--- config.mk ---
export PLATFORM = sky130hd
export DESIGN_NAME = pd_tristate_timer
export DESIGN_NICKNAME = d
export VERILOG_FILES = /design/src/rtl/pd_tristate_pkg.sv /design/src/rtl/pd_cond_qualifier.sv /design/src/rtl/pd_oe_countdown.sv /design/src/rtl/pd_tristate_timer.sv
export SDC_FILE = /design/constraint.sdc
export NUM_CORES = 1
export LEC_CHECK = 0
export BUFFER_PORTS_ARGS = -buffer_cell sky130_fd_sc_hd__buf_2
export CORE_MARGIN = 2
export CORE_UTILIZATION = 40
export DETAILED_ROUTE_END_ITERATION = 12
export PLACE_DENSITY = 0.74
export SYNTH_ARGS = -nofsm -noshare
export SYNTH_HDL_FRONTEND = slang
export SYNTH_SLANG_ARGS = --single-unit
--- constraint.sdc ---
create_clock -name clk -period 2.1 [get_ports clk]
set_input_delay 0.105 -clock clk [delete_from_list [all_inputs] [get_ports clk]]
set_output_delay 0.105 -clock clk [all_outputs]
set_load 0.005 [all_outputs]
--- src/rtl/pd_tristate_pkg.sv ---
package pd_tristate_pkg;

    typedef enum logic [1:0] {
        TMR_ARMED     = 2'd0,
        TMR_COUNTING  = 2'd1,
        TMR_TRISTATED = 2'd2
    } tmr_state_e;

    localparam int CH_CS  = 0;
    localparam int CH_ODT = 1;
    localparam int NUM_CH = 2;

endpackage

--- src/rtl/pd_cond_qualifier.sv ---
module pd_cond_qualifier #(
    parameter int NUM_CKE = 4
) (
    input  logic [NUM_CKE-1:0] cke,
    input  logic               self_refresh,
    input  logic               term_off,
    output logic               cs_hold,
    output logic               odt_hold
);

    logic all_low;

    always_comb begin
        all_low  = ~|cke;
        cs_hold  = all_low;
        odt_hold = all_low & (self_refresh | term_off);
    end

endmodule

--- src/rtl/pd_oe_countdown.sv ---
module pd_oe_countdown
    import pd_tristate_pkg::*;
#(
    parameter int DLY_W   = 4,
    parameter int DLY_RST = 6
) (
    input  logic             clk,
    input  logic             rst_n,
    input  logic             hold,
    input  logic [DLY_W-1:0] dly,
    output logic             oe_en
);

    localparam logic [DLY_W-1:0] LAST_CNT = DLY_W'(1);
    localparam logic [DLY_W-1:0] RST_CNT  = DLY_W'(DLY_RST);

    tmr_state_e       state_q, state_d;
    logic [DLY_W-1:0] cnt_q;
    logic             start_go;

    assign start_go = hold && (dly != '0);

    always_ff @(posedge clk or negedge rst_n) begin
        if (!rst_n) begin
            state_q <= TMR_ARMED;
        end else begin
            state_q <= state_d;
        end
    end

    always_comb begin
        state_d = state_q;
        unique case (state_q)
            TMR_ARMED: begin
                if (start_go) state_d = TMR_COUNTING;
            end
            TMR_COUNTING: begin
                if (!hold)                  state_d = TMR_ARMED;
                else if (cnt_q == LAST_CNT) state_d = TMR_TRISTATED;
            end
            TMR_TRISTATED: begin
                if (!hold) state_d = TMR_ARMED;
            end
            default: state_d = TMR_ARMED;
        endcase
    end

    always_ff @(posedge clk or negedge rst_n) begin
        if (!rst_n) begin
            cnt_q <= RST_CNT;
        end else if (state_q == TMR_ARMED && start_go) begin
            cnt_q <= dly;
        end else if (state_q == TMR_COUNTING && hold) begin
            cnt_q <= cnt_q - LAST_CNT;
        end
    end

    always_comb begin
        oe_en = (state_q != TMR_TRISTATED) || !hold;
    end

    // a dropped condition always returns the machine to ARMED
    a_r4_abort_to_armed: assert property (@(posedge clk) disable iff (!rst_n)
        (state_q != TMR_ARMED && !hold) |=> state_q == TMR_ARMED);

    // the output is enabled whenever the condition is absent
    a_r5_oe_without_hold: assert property (@(posedge clk) disable iff (!rst_n)
        !hold |-> oe_en);

    // TRISTATED is reached only through COUNTING
    a_r3_via_counting: assert property (@(posedge clk) disable iff (!rst_n)
        (state_q == TMR_TRISTATED && $past(state_q) != TMR_TRISTATED)
            |-> $past(state_q) == TMR_COUNTING);

    // a zero delay never starts a countdown
    a_r2_zero_no_start: assert property (@(posedge clk) disable iff (!rst_n)
        (state_q == TMR_ARMED && dly == '0) |=> state_q == TMR_ARMED);

endmodule

--- src/rtl/pd_tristate_timer.sv ---
module pd_tristate_timer
    import pd_tristate_pkg::*;
#(
    parameter int NUM_CKE = 4,
    parameter int NUM_CS  = 10,
    parameter int DLY_W   = 4,
    parameter int DLY_RST = 6
) (
    input  logic               clk,
    input  logic               rst_n,
    input  logic [NUM_CKE-1:0] cke,
    input  logic               self_refresh,
    input  logic               term_off,
    input  logic [DLY_W-1:0]   cs_delay,
    input  logic [DLY_W-1:0]   odt_delay,
    output logic [NUM_CS-1:0]  cs_oe,
    output logic               odt_oe
);

    logic [NUM_CH-1:0] ch_hold;
    logic [NUM_CH-1:0] ch_oe;
    logic [DLY_W-1:0]  ch_dly [NUM_CH];

    pd_cond_qualifier #(.NUM_CKE(NUM_CKE)) u_qual (
        .cke          (cke),
        .self_refresh (self_refresh),
        .term_off     (term_off),
        .cs_hold      (ch_hold[CH_CS]),
        .odt_hold     (ch_hold[CH_ODT])
    );

    assign ch_dly[CH_CS]  = cs_delay;
    assign ch_dly[CH_ODT] = odt_delay;

    for (genvar g = 0; g < NUM_CH; g++) begin : g_ch
        pd_oe_countdown #(.DLY_W(DLY_W), .DLY_RST(DLY_RST)) u_cnt (
            .clk   (clk),
            .rst_n (rst_n),
            .hold  (ch_hold[g]),
            .dly   (ch_dly[g]),
            .oe_en (ch_oe[g])
        );
    end

    assign cs_oe  = {NUM_CS{ch_oe[CH_CS]}};
    assign odt_oe = ch_oe[CH_ODT];

    // chip-select enables never disagree
    a_r10_cs_uniform: assert property (@(posedge clk) disable iff (!rst_n)
        (cs_oe == '0) || (cs_oe == '1));

    // termination released only in low-power mode with all clock enables low
    a_r7_odt_needs_mode: assert property (@(posedge clk) disable iff (!rst_n)
        !odt_oe |-> ((self_refresh || term_off) && cke == '0));

    // any high clock enable means chip-selects are driven
    a_r5_cke_high_drives: assert property (@(posedge clk) disable iff (!rst_n)
        (cke != '0) |-> (cs_oe == '1));

endmodule

==> flow_results.xml <==
<?xml version="1.0" encoding="UTF-8"?>
<metrics>
  <group name="power">
    <metric name="power.leakage" unit="nW">0.423</metric>
    <metric name="switching_share" unit="%">31.0</metric>
    <metric name="cellPowerDensity" unit="nW/um2">660</metric>
    <metric name="power.net_switching" unit="uW">193</metric>
    <metric name="p_total" unit="uW">622</metric>
    <metric name="power.combinational.fraction" unit="%">23.5</metric>
    <metric name="vdd_ir_drop_max" unit="V">0.000441</metric>
    <metric name="pwr-share-seq" unit="%">53.2</metric>
    <metric name="clkPwrFrac" unit="%">23.3</metric>
    <metric name="intPower" unit="uW">429</metric>
  </group>
  <group name="worst_setup_path">
    <metric name="reg2reg_depth" unit="">3</metric>
    <metric name="end_kind" unit="">register</metric>
    <metric name="worstPathRequired" unit="ps">2260</metric>
    <metric name="timing.critical_path.slowest_cell_delay" unit="ps">580</metric>
    <metric name="cpMostUsedCell" unit="">or4_4</metric>
    <metric name="regToRegSetupSlack" unit="ps">610</metric>
    <metric name="rr_startpoint" unit="">g_ch[0].u_cnt.state_q[0]</metric>
    <metric name="path_class" unit="">in2reg</metric>
    <metric name="critical_path.reg2reg.endpoint" unit="">g_ch[0].u_cnt.cnt_q[3]</metric>
    <metric name="worstPathArrival" unit="ps">1720</metric>
    <metric name="critPathLaunchType" unit="">input pin</metric>
    <metric name="maximum_fanout_along_the_worst_path" unit="">6</metric>
    <metric name="crit_path_top_delay_cell" unit="">or4_4</metric>
    <metric name="crit_path_cell_trace" unit="">buf_2, or4_4, or4_4, and3_1, a211o_1</metric>
  </group>
  <group name="sta">
    <metric name="fin_ws" unit="ps">543</metric>
    <metric name="maxSlewViolCount" unit="">0</metric>
    <metric name="period_needed" unit="ps">1560</metric>
    <metric name="tightestPinTransition" unit="ps">516</metric>
    <metric name="fmax" unit="GHz">0.642</metric>
    <metric name="fin_hold_ws" unit="ps">45.4</metric>
    <metric name="clock-skew-final" unit="ps">0.420</metric>
    <metric name="totalNegativeSetupSlack" unit="ps">0</metric>
    <metric name="rsz0062_at_grt" unit="">no</metric>
    <metric name="final_min_period_over_clock_period" unit="%">74.1</metric>
    <metric name="final-hold-violation-count" unit="">0</metric>
    <metric name="final-setup-viol-count" unit="">0</metric>
    <metric name="maxSlewHeadroom" unit="%">65.3</metric>
  </group>
  <group name="placed_design">
    <metric name="placed_cells" unit="">130</metric>
    <metric name="dp_hpwl" unit="mm">1.35</metric>
    <metric name="gp_routability_congestion" unit="">0.833</metric>
    <metric name="placement.io_buffers" unit="">26</metric>
    <metric name="post-place-ws" unit="ps">249</metric>
  </group>
  <group name="route">
    <metric name="detail_route.iter0.violations" unit="">27</metric>
    <metric name="firstDrtPassIters" unit="">4</metric>
    <metric name="detail-route-antenna-nets" unit="">0</metric>
    <metric name="met1Wirelength" unit="um">770</metric>
    <metric name="post-route-drc-count" unit="">0</metric>
    <metric name="wl_met3" unit="um">138</metric>
    <metric name="route.vias.total" unit="">738</metric>
    <metric name="met2_wirelength" unit="um">790</metric>
    <metric name="route.final.wire_length" unit="mm">1.75</metric>
    <metric name="top_routing_layer_used" unit="">met4</metric>
    <metric name="routedWlPerCell" unit="um">13.0</metric>
    <metric name="vias_per_cell" unit="">5.51</metric>
  </group>
  <group name="global_routing">
    <metric name="global_route.overflow_total" unit="">0</metric>
    <metric name="number_of_global_route_vias_before_repair" unit="">640</metric>
    <metric name="grt_antenna_before_repair" unit="">0</metric>
    <metric name="grt_first_pass_wirelength" unit="mm">2.82</metric>
    <metric name="maximum_number_of_pins_on_one_net_before_global_route_repair" unit="">13</metric>
    <metric name="global_route.usage.total" unit="%">15.0</metric>
  </group>
  <group name="clock_tree">
    <metric name="worstSkewPairLatency" unit="ps">270</metric>
    <metric name="cts-buffers-inserted" unit="">3</metric>
    <metric name="cts_max_path_buffers" unit="">2</metric>
    <metric name="clock_pin_slew_reported_for_the_worst_setup_and_hold_paths_after_clock_tree_synthesis" unit="ps">70</metric>
    <metric name="ctsRootBufferMaster" unit="">clkbuf_4</metric>
    <metric name="cts_tree" unit="">done</metric>
    <metric name="h-tree-depth" unit="">1</metric>
    <metric name="cts.sink_count" unit="">12</metric>
  </group>
  <group name="synthesis">
    <metric name="ys_top_cells_by_area" unit="">dfrtp_1, dfstp_2, buf_4</metric>
    <metric name="yosysTopAreaCellShare" unit="%">24.7</metric>
    <metric name="synth_top_cells_by_count" unit="">buf_4, dfrtp_1, a21oi_1, nand2_1, nor2_1</metric>
    <metric name="synth.avg_cell_area" unit="um2">9.52</metric>
    <metric name="post_synth_num_cell_types" unit="">27</metric>
    <metric name="synth-seq-cells" unit="">12</metric>
    <metric name="syn_nets" unit="">105</metric>
    <metric name="post_synth_edffs" unit="">0</metric>
    <metric name="synthArstFlopShare" unit="%">100</metric>
    <metric name="warnings_from_yosys" unit="">0</metric>
    <metric name="synth.most_common_cell" unit="">buf_4</metric>
    <metric name="synth_top_flop_cell" unit="">dfrtp_1</metric>
    <metric name="synthesis.instances" unit="">85</metric>
    <metric name="synthDominantAreaCellType" unit="">dfrtp_1</metric>
    <metric name="post_synth_instance_area" unit="um2">810</metric>
    <metric name="yosysSeqAreaShare" unit="%">37.7</metric>
  </group>
  <group name="floorplanning">
    <metric name="dieWidth" unit="um">49.0</metric>
    <metric name="core_area" unit="um2">1940</metric>
    <metric name="floorplan.die.height" unit="um">49.0</metric>
    <metric name="pin_count" unit="">27</metric>
    <metric name="start_util" unit="%">41.7</metric>
    <metric name="rows" unit="">16</metric>
    <metric name="fp.dieArea" unit="um2">2400</metric>
  </group>
  <group name="final_layout">
    <metric name="fin_nets" unit="">129</metric>
    <metric name="insertedDiodeCount" unit="">0</metric>
    <metric name="layout-drive-gt1-share" unit="%">36.4</metric>
    <metric name="layout-area-overhead-vs-synth" unit="%">16.4</metric>
    <metric name="final-instance-count-excl-fill" unit="">134</metric>
  </group>
  <group name="hold_path">
    <metric name="min-delay-start" unit="">cs_delay[2]</metric>
    <metric name="hold_ep" unit="">g_ch[0].u_cnt.cnt_q[2]</metric>
    <metric name="min_path_cells" unit="">3</metric>
    <metric name="type_of_the_tightest_min_delay_check" unit="">in2reg</metric>
  </group>
  <group name="run">
    <metric name="drv.max_cap_violation_count" unit="">0</metric>
  </group>
  <group name="run_status">
    <metric name="outcome" unit="">completed</metric>
  </group>
</metrics>
kinds of logic after synthesis:
group / count (synthesis) / share of synthesized area, %
compound gates: 18 / 15.6
xor+xnor: 1 / 1.08
fa+ha+maj: 4 / 6.18
buf+inv: 15 / 12.5
flops: 12 / 37.7
simple gates: 35 / 26.9
power by group through the flow:
stage | Sequential [mW] | Combinational (mW) | Clock [mW]
finish | 0.331 | 0.146 | 0.145
global route | 0.337 | 0.165 | 0.161
CTS | 0.329 | 0.147 | 0.147
detailed placement | 0.334 | 0.145 | 0
global placement | 0.330 | 0.135 | 0
floorplan | 0.319 | 0.103 | 0
sequential cells by signal (all words and copies together) (netlist names):
register            flops
g_ch.u_cnt.cnt_q        8
g_ch.u_cnt.state_q      4
critical path, delay by kind of cell:
family                 cells  cell delay [ps]
buffers and inverters      1              100
AOI/OAI and AO/OA          1              220
and+or+nand+nor            3             1280
final cells by class:
type	instances	area [um2]
sequential	12	305
clock buffer	3	22.5
timing repair buffer	30	163
inverter	4	15.0
tap	27	33.8
fill	195	1000
multi-input combinational	58	403
routing by layer:
layer / GRT usage [%] / vias up
li1: - / 347
met3: 5.21 / 6
met2: 23.3 / 38
met1: 19.0 / 347
met5: 0 / -
met4: 6.19 / 0
worst max-delay path by stage:
stage                             endpoint    from  cells past startpoint
global placement    g_ch[0].u_cnt.cnt_q[3]  cke[1]                      5
detailed placement  g_ch[0].u_cnt.cnt_q[3]  cke[1]                      5
finish              g_ch[0].u_cnt.cnt_q[3]  cke[1]                      5
CTS                 g_ch[0].u_cnt.cnt_q[3]  cke[1]                      5
floorplan           g_ch[0].u_cnt.cnt_q[3]  cke[1]                      5
global route        g_ch[0].u_cnt.cnt_q[3]  cke[1]                      5
timing repair:
action | 4_1_cts | 5_1_grt
hold endpoints to repair | 12 | 0
resized for setup | 0 | 0
setup buffers | 0 | 0
hold buffers | 1 | 0
layout by cell type (no fill, tap or decap), types with 2 or more instances in the layout:
master and n:
dfstp_2 4, clkbuf_4 3, nand3_1 3, o21ai_0 2
a221o_1 4, nor4_1 4, nor2b_1 4, or4_4 2
ha_1 4, nand2_1 6, inv_1 4, buf_2 26
nor3b_1 2, nor2_1 6, or4_1 2, a21oi_1 6
dfrtp_1 8, o31ai_1 2, buf_4 3, nand2b_1 2
o211ai_1 2
metrics by stage:
stage | util [%] | cell area, um2
final | 48.5 | 942
after global routing | 48.5 | 942
after CTS | 48.5 | 942
after detailed placement | 46.8 | 910
after global placement | 46.8 | 910
after floorplan | - | 810
Note: power is estimated with default switching activity, not from simulation.
